$ cat src/rtl/sdp_pkg.sv
package sdp_pkg;
   localparam int unsigned CMD_W       = 16;
   localparam int unsigned CLR_BIT     = 0;
   localparam logic [CMD_W-1:0] CMD_POR = 16'hE000;
endpackage

$ cat src/rtl/sdp_sync.sv
module sdp_sync #(
   parameter int unsigned W      = 3,
   parameter int unsigned STAGES = 2,
   parameter logic [W-1:0] RST_VAL = '0
) (
   input  logic         clk,
   input  logic         rst_n,
   input  logic [W-1:0] d,
   output logic [W-1:0] q
);
   generate
      if (STAGES < 2) begin : g_bad
         $error("sdp_sync needs at least two stages");
      end
   endgenerate

   logic [W-1:0] stg [STAGES];

   always_ff @(posedge clk or negedge rst_n) begin
      if (!rst_n) begin
         for (int i = 0; i < STAGES; i++) stg[i] <= RST_VAL;
      end else begin
         stg[0] <= d;
         for (int i = 1; i < STAGES; i++) stg[i] <= stg[i-1];
      end
   end

   assign q = stg[STAGES-1];
endmodule

$ cat src/rtl/sdp_frame.sv
module sdp_frame #(
   parameter int unsigned WORD_W = 16,
   localparam int unsigned CNT_W = $clog2(WORD_W + 2)
) (
   input  logic              clk,
   input  logic              rst_n,
   input  logic              cs_s,
   input  logic              sclk_s,
   input  logic              sdi_s,
   input  logic [WORD_W-1:0] status_i,
   output logic              sdo_o,
   output logic              sdo_oe_o,
   output logic [WORD_W-1:0] rx_word,
   output logic              cs_fall,
   output logic              cs_rise,
   output logic              commit
);
   localparam logic [CNT_W-1:0] CNT_FULL = CNT_W'(WORD_W);
   localparam logic [CNT_W-1:0] CNT_MAX  = '1;

   logic              cs_d, sclk_d;
   logic [CNT_W-1:0]  bit_cnt;
   logic [WORD_W-1:0] tx_sr;
   logic              sclk_rise, sclk_fall;

   assign cs_fall   = cs_d & ~cs_s;
   assign cs_rise   = ~cs_d & cs_s;
   assign sclk_rise = ~sclk_d & sclk_s;
   assign sclk_fall = sclk_d & ~sclk_s;
   assign commit    = cs_rise && (bit_cnt == CNT_FULL);
   assign sdo_o     = tx_sr[0];

   always_ff @(posedge clk or negedge rst_n) begin
      if (!rst_n) begin
         cs_d     <= 1'b1;
         sclk_d   <= 1'b0;
         bit_cnt  <= '0;
         rx_word  <= '0;
         tx_sr    <= '0;
         sdo_oe_o <= 1'b0;
      end else begin
         cs_d   <= cs_s;
         sclk_d <= sclk_s;
         if (cs_fall) begin
            tx_sr    <= status_i;
            bit_cnt  <= '0;
            sdo_oe_o <= 1'b1;
         end else if (cs_rise) begin
            sdo_oe_o <= 1'b0;
         end else if (!cs_s) begin
            if (sclk_fall) begin
               rx_word <= {sdi_s, rx_word[WORD_W-1:1]};
               if (bit_cnt != CNT_MAX) bit_cnt <= bit_cnt + 1'b1;
            end
            if (sclk_rise) tx_sr <= {1'b0, tx_sr[WORD_W-1:1]};
         end
      end
   end
endmodule

$ cat src/rtl/sdp_cmd_reg.sv
module sdp_cmd_reg #(
   parameter int unsigned WORD_W = 16,
   parameter int unsigned CLR_BIT = 0,
   parameter logic [WORD_W-1:0] POR_VAL = '0
) (
   input  logic              clk,
   input  logic              rst_n,
   input  logic              commit,
   input  logic [WORD_W-1:0] rx_word,
   output logic [WORD_W-1:0] cmd_o,
   output logic              clr_o
);
   generate
      if (CLR_BIT >= WORD_W) begin : g_bad
         $error("clear bit outside command word");
      end
   endgenerate

   always_ff @(posedge clk or negedge rst_n) begin
      if (!rst_n) begin
         cmd_o <= POR_VAL;
         clr_o <= 1'b0;
      end else if (commit) begin
         cmd_o <= rx_word;
         clr_o <= rx_word[CLR_BIT];
      end else begin
         clr_o <= 1'b0;
      end
   end
endmodule

$ cat src/rtl/serdrv_ctl_port.sv
module serdrv_ctl_port #(
   parameter int unsigned WORD_W      = sdp_pkg::CMD_W,
   parameter int unsigned SYNC_STAGES = 2,
   parameter int unsigned CLR_BIT     = sdp_pkg::CLR_BIT,
   parameter logic [WORD_W-1:0] POR_VAL = sdp_pkg::CMD_POR
) (
   input  logic              clk,
   input  logic              rst_n,
   input  logic              cs_n_i,
   input  logic              sclk_i,
   input  logic              sdi_i,
   input  logic [WORD_W-1:0] status_i,
   output logic              sdo_o,
   output logic              sdo_oe_o,
   output logic [WORD_W-1:0] cmd_o,
   output logic              clr_stat_o
);
   generate
      if (WORD_W < 2) begin : g_bad
         $error("word width must be at least 2");
      end
   endgenerate

   logic [2:0]        sync_q;
   logic [WORD_W-1:0] rx_word;
   logic              cs_fall, cs_rise, commit;

   sdp_sync #(.W(3), .STAGES(SYNC_STAGES), .RST_VAL(3'b100)) u_sync (
      .clk(clk), .rst_n(rst_n),
      .d({cs_n_i, sclk_i, sdi_i}), .q(sync_q)
   );

   sdp_frame #(.WORD_W(WORD_W)) u_frame (
      .clk(clk), .rst_n(rst_n),
      .cs_s(sync_q[2]), .sclk_s(sync_q[1]), .sdi_s(sync_q[0]),
      .status_i(status_i), .sdo_o(sdo_o), .sdo_oe_o(sdo_oe_o),
      .rx_word(rx_word), .cs_fall(cs_fall), .cs_rise(cs_rise),
      .commit(commit)
   );

   sdp_cmd_reg #(.WORD_W(WORD_W), .CLR_BIT(CLR_BIT), .POR_VAL(POR_VAL)) u_cmd (
      .clk(clk), .rst_n(rst_n), .commit(commit), .rx_word(rx_word),
      .cmd_o(cmd_o), .clr_o(clr_stat_o)
   );
endmodule

$ cat config.mk
export PLATFORM = sky130hd
export DESIGN_NAME = serdrv_ctl_port
export DESIGN_NICKNAME = d
export VERILOG_FILES = /design/src/rtl/sdp_pkg.sv /design/src/rtl/sdp_sync.sv /design/src/rtl/sdp_frame.sv /design/src/rtl/sdp_cmd_reg.sv /design/src/rtl/serdrv_ctl_port.sv
export SDC_FILE = /design/constraint.sdc
export NUM_CORES = 1
export LEC_CHECK = 0
export ABC_AREA = 0
export ABC_CLOCK_PERIOD_IN_PS = 4900
export BUFFER_PORTS_ARGS = -buffer_cell sky130_fd_sc_hd__buf_4
export CAP_MARGIN = 20
export CORE_UTILIZATION = 55
export CTS_BUF_LIST = sky130_fd_sc_hd__clkbuf_2 sky130_fd_sc_hd__clkbuf_4 sky130_fd_sc_hd__clkbuf_8
export DETAILED_ROUTE_END_ITERATION = 8
export GPL_ROUTABILITY_DRIVEN = 0
export GPL_TIMING_DRIVEN = 0
export PLACE_DENSITY = 0.85
export SLEW_MARGIN = 5
export SYNTH_ARGS = -nofsm -noshare
export SYNTH_HDL_FRONTEND = slang
export SYNTH_SLANG_ARGS = --single-unit
$ cat constraint.sdc
create_clock -name clk -period 4.9 [get_ports clk]
set_clock_uncertainty 0.15 [all_clocks]
set_input_delay 0.49 -clock clk [delete_from_list [all_inputs] [get_ports clk]]
set_output_delay 0.49 -clock clk [all_outputs]
set_load 0.005 [all_outputs]
==> results.yml, run 1 <==
die:
  fp.dieArea_mm2: 0.00518
  fp.dieH_um: 72
  start_util_pct: 57.1
  coreArea_mm2: 0.00472
  top_level_ports: 40
  std_cell_rows: 25
  die_w_um: 72
finish:
  final_cell_mix: "dfrtp_1, mux2_2, buf_4"
  area_growth_pct: 22.8
  nFillCells: 340
  final_common_cell: "dfrtp_1"
  fin_nets: 251
  regArea_mm2: 0.00158
  diodes: 0
  multiInputGateArea_mm2: 0.00101
  drive_above_1_share_pct: 58.7
route:
  dr.pass1.iters: 4
  drtIter0Drc: 97
  via_count: 1530
  drc: 0
  wl_per_cell_um: 14.5
  drtAntennaViolNets: 0
  wl_mm: 4.30
  vias_per_cell: 5.15
yosys:
  ys_types: 34
  synth_edf_count: 0
  synth_ff_type: "dfrtp_1"
  synth-seq-area-share_pct: 58.8
  synthArstFlopShare_pct: 100
  avgSynthCellArea_um2: 15.4
  ys_seq_elements: 63
  syn_area_mm2: 0.00270
  synth_cells: 175
  synth_nets: 201
  synth_warnings: 0
setup_path:
  path_cells: "ha_1, and3_1, ha_1, nor4b_1, nand4_1, o41ai_1"
  arrival_ps: 2450
  critPathCaptureType: "flop"
  crit_path_max_fanout: 5
  crit_type: "flop to flop"
  crit_top_cell: "ha_1"
  r2r_slack_ps: 2520
  cpPeakStageDelay_ps: 610
  required_ps: 4970
  setup.worst_path.start_class: "flop"
  cp_slowest_cell: "nor4b_1"
power_and_ir_drop:
  ir_drop_uv: 270
  power_frac_comb_pct: 13.3
  leakagePower_nw: 1.64
  clkPwrFrac_pct: 38.5
  power_w: 0.00135
  internal_power_w: 0.00106
  seqPwrFrac_pct: 48.2
  switchingPower_w: 0.000293
  p_sw_share_pct: 21.7
  power_density_mw_per_mm2: 408
timing:
  rsz0062_at_grt: "false"
  finalSetupViolCount: 0
  worst_pin_slew_ps: 753
  fin_crit_ps: 2380
  tns_ps: 0
  holdWs_ps: 90.9
  fin_crit_sh_pct: 48.6
  maxSlewViolCount: 0
  hold_viol: 0
  timing.fmax_mhz: 420
  relSlewSlack_pct: 49.8
clocking:
  cts_inserted_buffers: 9
  cts-hold-fix-buffers: 0
  post-cts-setup-buffers: 0
  cts_sinks: 63
  cts_resized: 0
  cts_root_buffer: "clkbuf_8"
  clk_latency_ps: 330
  cts.path.max_buffers: 2
  clkTransAtPathRegs_ps: 60
  ctsHtreeMaxLevel: 3
  tritoncts: "yes"
placement:
  dp_hpwl_mm: 2.85
  io_buffer_count: 39
global_route:
  grt_pass1_vias: 1641
  antenna_found_initial: 0
  grt_overflow: 0
  grt_max_degree: 64
  grt.total_usage_pct: 18.9
  grt_pass1_wl_mm: 7.33
flow_run:
  drv_cap: 0
hold_path:
  worstHoldPathType: "input port to asynchronous set/reset pin"
outcome:
  status: "finished clean"
synth_stat cells, types with 2 or more instances:
| master | instances | share of area (%) |
|---|---|---|
| inv_1 | 7 | 0.98 |
| nand4b_1 | 2 | 0.65 |
| dfstp_2 | 6 | 5.8 |
| mux2_2 | 54 | 23 |
| dfrtp_1 | 57 | 53 |
| nor3_1 | 2 | 0.37 |
| ha_1 | 5 | 2.3 |
| mux2_4 | 9 | 5.0 |
| buf_1 | 2 | 0.28 |
| buf_2 | 4 | 0.74 |
| buf_6 | 2 | 0.84 |
| o21ai_0 | 3 | 0.56 |
logic make-up (layout without fill, tap and decap cells):
family	after synthesis	count (layout)	share of synthesized area, %
compound gates	9	9	2.51
mux	64	64	27.9
fa+ha+maj	5	5	2.32
simple gates	18	18	4.88
flops	63	63	58.8
buf+inv	16	71	3.58
worst max-delay path: cells and delay by family (launching register included):
family,cells,cell delay (ps)
flip-flops,1,430
AO/OA/AOI/OAI,1,270
AND/OR/NAND/NOR,3,970
adder cells (fa/ha/maj),2,450
power by group through the flow:
stage	registers, W	logic (W)	clock network, W
6_report	0.000651	0.000180	0.000520
5_1_grt	0.000660	0.000197	0.000558
4_1_cts	0.000651	0.000184	0.000534
3_5_place_dp	0.000660	0.000183	0
3_3_place_gp	0.000655	0.000174	0
2_1_floorplan	0.000645	0.000134	0
area by class of cell:
type                    instances  area share (%)
flip-flops and latches         63            47.9
repair buffers                 39            8.85
multi-input cells              96            30.7
clock inverters                 3            1.97
well taps                      67            2.53
plain buffers                   9            2.12
clock buffers                  13            5.22
inverters                       7           0.794
through the flow:
step	cells	instance area, µm²	util, %	setup slack, ps
2_1_floorplan	175	2700	-	2710
4_1_cts	297	3310	70.1	2510
3_3_place_gp	281	3070	65.0	2570
6_report	297	3310	70.1	2520
5_1_grt	297	3310	70.1	2370
3_5_place_dp	281	3070	65.0	2550
final timing paths:
kind                       depth (start not counted)          startpoint                 end
max                                                6  u_frame.bit_cnt[0]  u_frame.bit_cnt[3]
min                                                1               rst_n    u_frame.sdo_oe_o
max reg2reg                                        6  u_frame.bit_cnt[0]  u_frame.bit_cnt[3]
min reg2reg                                        0       u_sync.stg[4]         u_sync.q[1]
max in group asynchronous                          1               rst_n    u_frame.tx_sr[7]
min in group clk                                   1              cs_n_i       u_sync.stg[5]
metal layers:
layer	wire (µm)	track usage (%)	share of wire [%]
met5	0	0	0
met4	63	10.7	1.5
met3	140	4.31	3.3
met2	2120	30.4	49
met1	1980	23.7	46
sequential cells by signal, summed over array words and instances, names as in the netlist:
signal            count
u_frame.bit_cnt       5
u_frame.sdo_oe_o      1
u_cmd.clr_o           1
u_frame.tx_sr        16
u_frame.rx_word      16
u_sync.q              3
u_frame.sclk_d        1
u_sync.stg            3
u_cmd.cmd_o          16
u_frame.cs_d          1
No activity file was read; power rests on OpenSTA's default activity.
==> inputs of run 2 (changes only) <==
ABC_CLOCK_PERIOD_IN_PS = 2100   (was 4900)
CORE_UTILIZATION = 53   (was 55)
PLACE_DENSITY = 0.86   (was 0.85)
clock period = 2.1 ns   (was 4.9 ns; I/O delays follow)
==> run 2 against run 1 <==
Total power is 150% higher. Clock-buffer cell count fell by 3. Worst hold slack lost 19 ps. Critical path type unchanged. Global-route usage increased by 2.7 points.
==> results.yml, run 2 (synthesis gave the netlist of run 1 again) <==
outcome:
  status: "finished clean"
finish:
  design_area_mm2: 0.00358
  fin_nets: 267
  final_common_cell: "dfrtp_1"
  diodes: 0
  final_util_pct: 74.3
  layoutNonFillerInstCount: 313
  area_growth_pct: 32.9
  final_cell_mix: "dfrtp_1, mux2_2, buf_4"
  reg.largest.list: "u_cmd.cmd_o (16), u_frame.rx_word (16), u_frame.tx_sr (16)"
  drive_above_1_share_pct: 64.2
route:
  drc: 0
  drtAntennaViolNets: 0
  drtIter0Drc: 65
  wl_per_cell_um: 17.0
  wl_mm: 5.31
  via_count: 1680
  dr.pass1.iters: 4
  vias_per_cell: 5.37
setup_path:
  crit_type: "flop to flop"
  crit_path_max_fanout: 3
  setup.worst_path.start_class: "flop"
  required_ps: 2160
  crit_top_cell: "ha_4"
  cp_slowest_cell: "or4b_4"
  path_cells: "ha_4, and3_4, ha_4, or4b_4, o211ai_1, o41ai_2"
  path_buf_inv: 0
  arrival_ps: 2150
  cpPeakStageDelay_ps: 490
  cpLargestDelayFamily: "simple AND/OR/NAND/NOR gates"
  critPathCaptureType: "flop"
global_route:
  antenna_found_initial: 0
  grt_overflow: 0
  grt_max_degree: 64
  grt_pass1_vias: 1715
  grt_pass1_wl_mm: 8.40
  grt.total_usage_pct: 21.6
die:
  die_w_um: 73.3
  top_level_ports: 40
  start_util_pct: 55.9
  fp.dieArea_mm2: 0.00537
  std_cell_rows: 25
  coreArea_mm2: 0.00482
  fp.dieH_um: 73.3
timing:
  finalSetupViolCount: 0
  fin_crit_sh_pct: 99.7
  fin_crit_ps: 2090
  rsz0062_at_grt: "true"
  maxSlewViolCount: 0
  timing.fmax_mhz: 478
  worst_pin_slew_ps: 769
  relSlewSlack_pct: 48.7
  hold_viol: 0
  holdWs_ps: 72.4
power_and_ir_drop:
  power_density_mw_per_mm2: 929
  ir_drop_uv: 567
  leakagePower_nw: 1.75
flow_run:
  drv_cap: 0
hold_path:
  worstHoldPathType: "input port to flop"
placement:
  placed_cells: 281
  io_buffer_count: 39
  dp_hpwl_mm: 2.90
  dpl_cell_area_mm2: 0.00309
clocking:
  tritoncts: "yes"
  clkTransAtPathRegs_ps: 80
  cts_root_buffer: "clkbuf_8"
  clk_latency_ps: 340
  cts_sinks: 63
  cts.path.max_buffers: 2
  cts_inserted_buffers: 9
  ctsHtreeMaxLevel: 3
run 2: changes by cell type in the layout (fill, tap and decap cells not counted), moves of 2 or more:
cell / previous run / this run
buf_1: 2 / 0
ha_1: 5 / 1
clkbuf_8: 12 / 10
clkinv_4: 0 / 2
ha_4: 0 / 3
dlygate4sd3_1: 0 / 5
buf_4: 39 / 50
run 2: repair_timing:
item / 4_1_cts / 5_1_grt
endpoints found under the setup margin: 44 / 25
buffers inserted: 10 / 3
gates resized for setup: 12 / 11
pin swaps: 1 / 3
hold buffers: 5 / 0
gates cloned: 1 / 0
endpoints found under the hold margin: 61 / 0
run 2: worst min-delay path: stages:
cell and delay [ps]:
buf_4 80, mux2_2 120, mux2_2 130
run 2: per-layer routing:
layer,share of wire (%),GRT usage [%],up-vias
met1,43,27.3,865
met5,0,0,-
met2,51,34.0,40
met3,3.3,7.00,15
li1,-,-,760
met4,2.4,10.3,0
run 2: path summary, 6_finish.rpt:
kind / startpoint / to / slack, ps / depth (start not counted)
hold / removal: status_i[9] / u_frame.tx_sr[9] / 70 / 3
max in group asynchronous: rst_n / u_cmd.cmd_o[3] / 920 / 2
min in group asynchronous: rst_n / u_frame.tx_sr[5] / 350 / 2
hold reg to reg: u_sync.stg[4] / u_sync.q[1] / 200 / 0
setup reg to reg: u_frame.bit_cnt[0] / u_frame.bit_cnt[3] / 7 / 6
setup / recovery: u_frame.bit_cnt[0] / u_frame.bit_cnt[3] / 7 / 6
run 2: through the flow:
stage                     setup TNS (ps)  power, W  setup WS, ps
after global placement             -3670   0.00194          -202
after CTS                           -160   0.00333         -30.1
after global routing                -180   0.00347         -40.3
final                                  0   0.00332          7.08
after floorplan                     -566   0.00182         -68.7
after detailed placement           -4690   0.00197          -289
run 2: area by class of cell:
type / instances / area, µm²
Multi-Input combinational cell: 96 / 1100
Clock inverter: 6 / 116
Inverter: 7 / 26.3
Tap cell: 67 / 83.8
Buffer: 6 / 61.3
Clock buffer: 10 / 138
Timing Repair Buffer: 58 / 475
Fill cell: 325 / 1240
Sequential cell: 63 / 1580
run 2: report_power, final:
part	switching, W	internal [W]	total (W)	leakage [nW]
Sequential	0.000117	0.00141	0.00153	0.809
Combinational	0.000158	0.000310	0.000468	0.811
Clock	0.000502	0.000829	0.00133	0.127
Total	0.000776	0.00255	0.00332	1.75
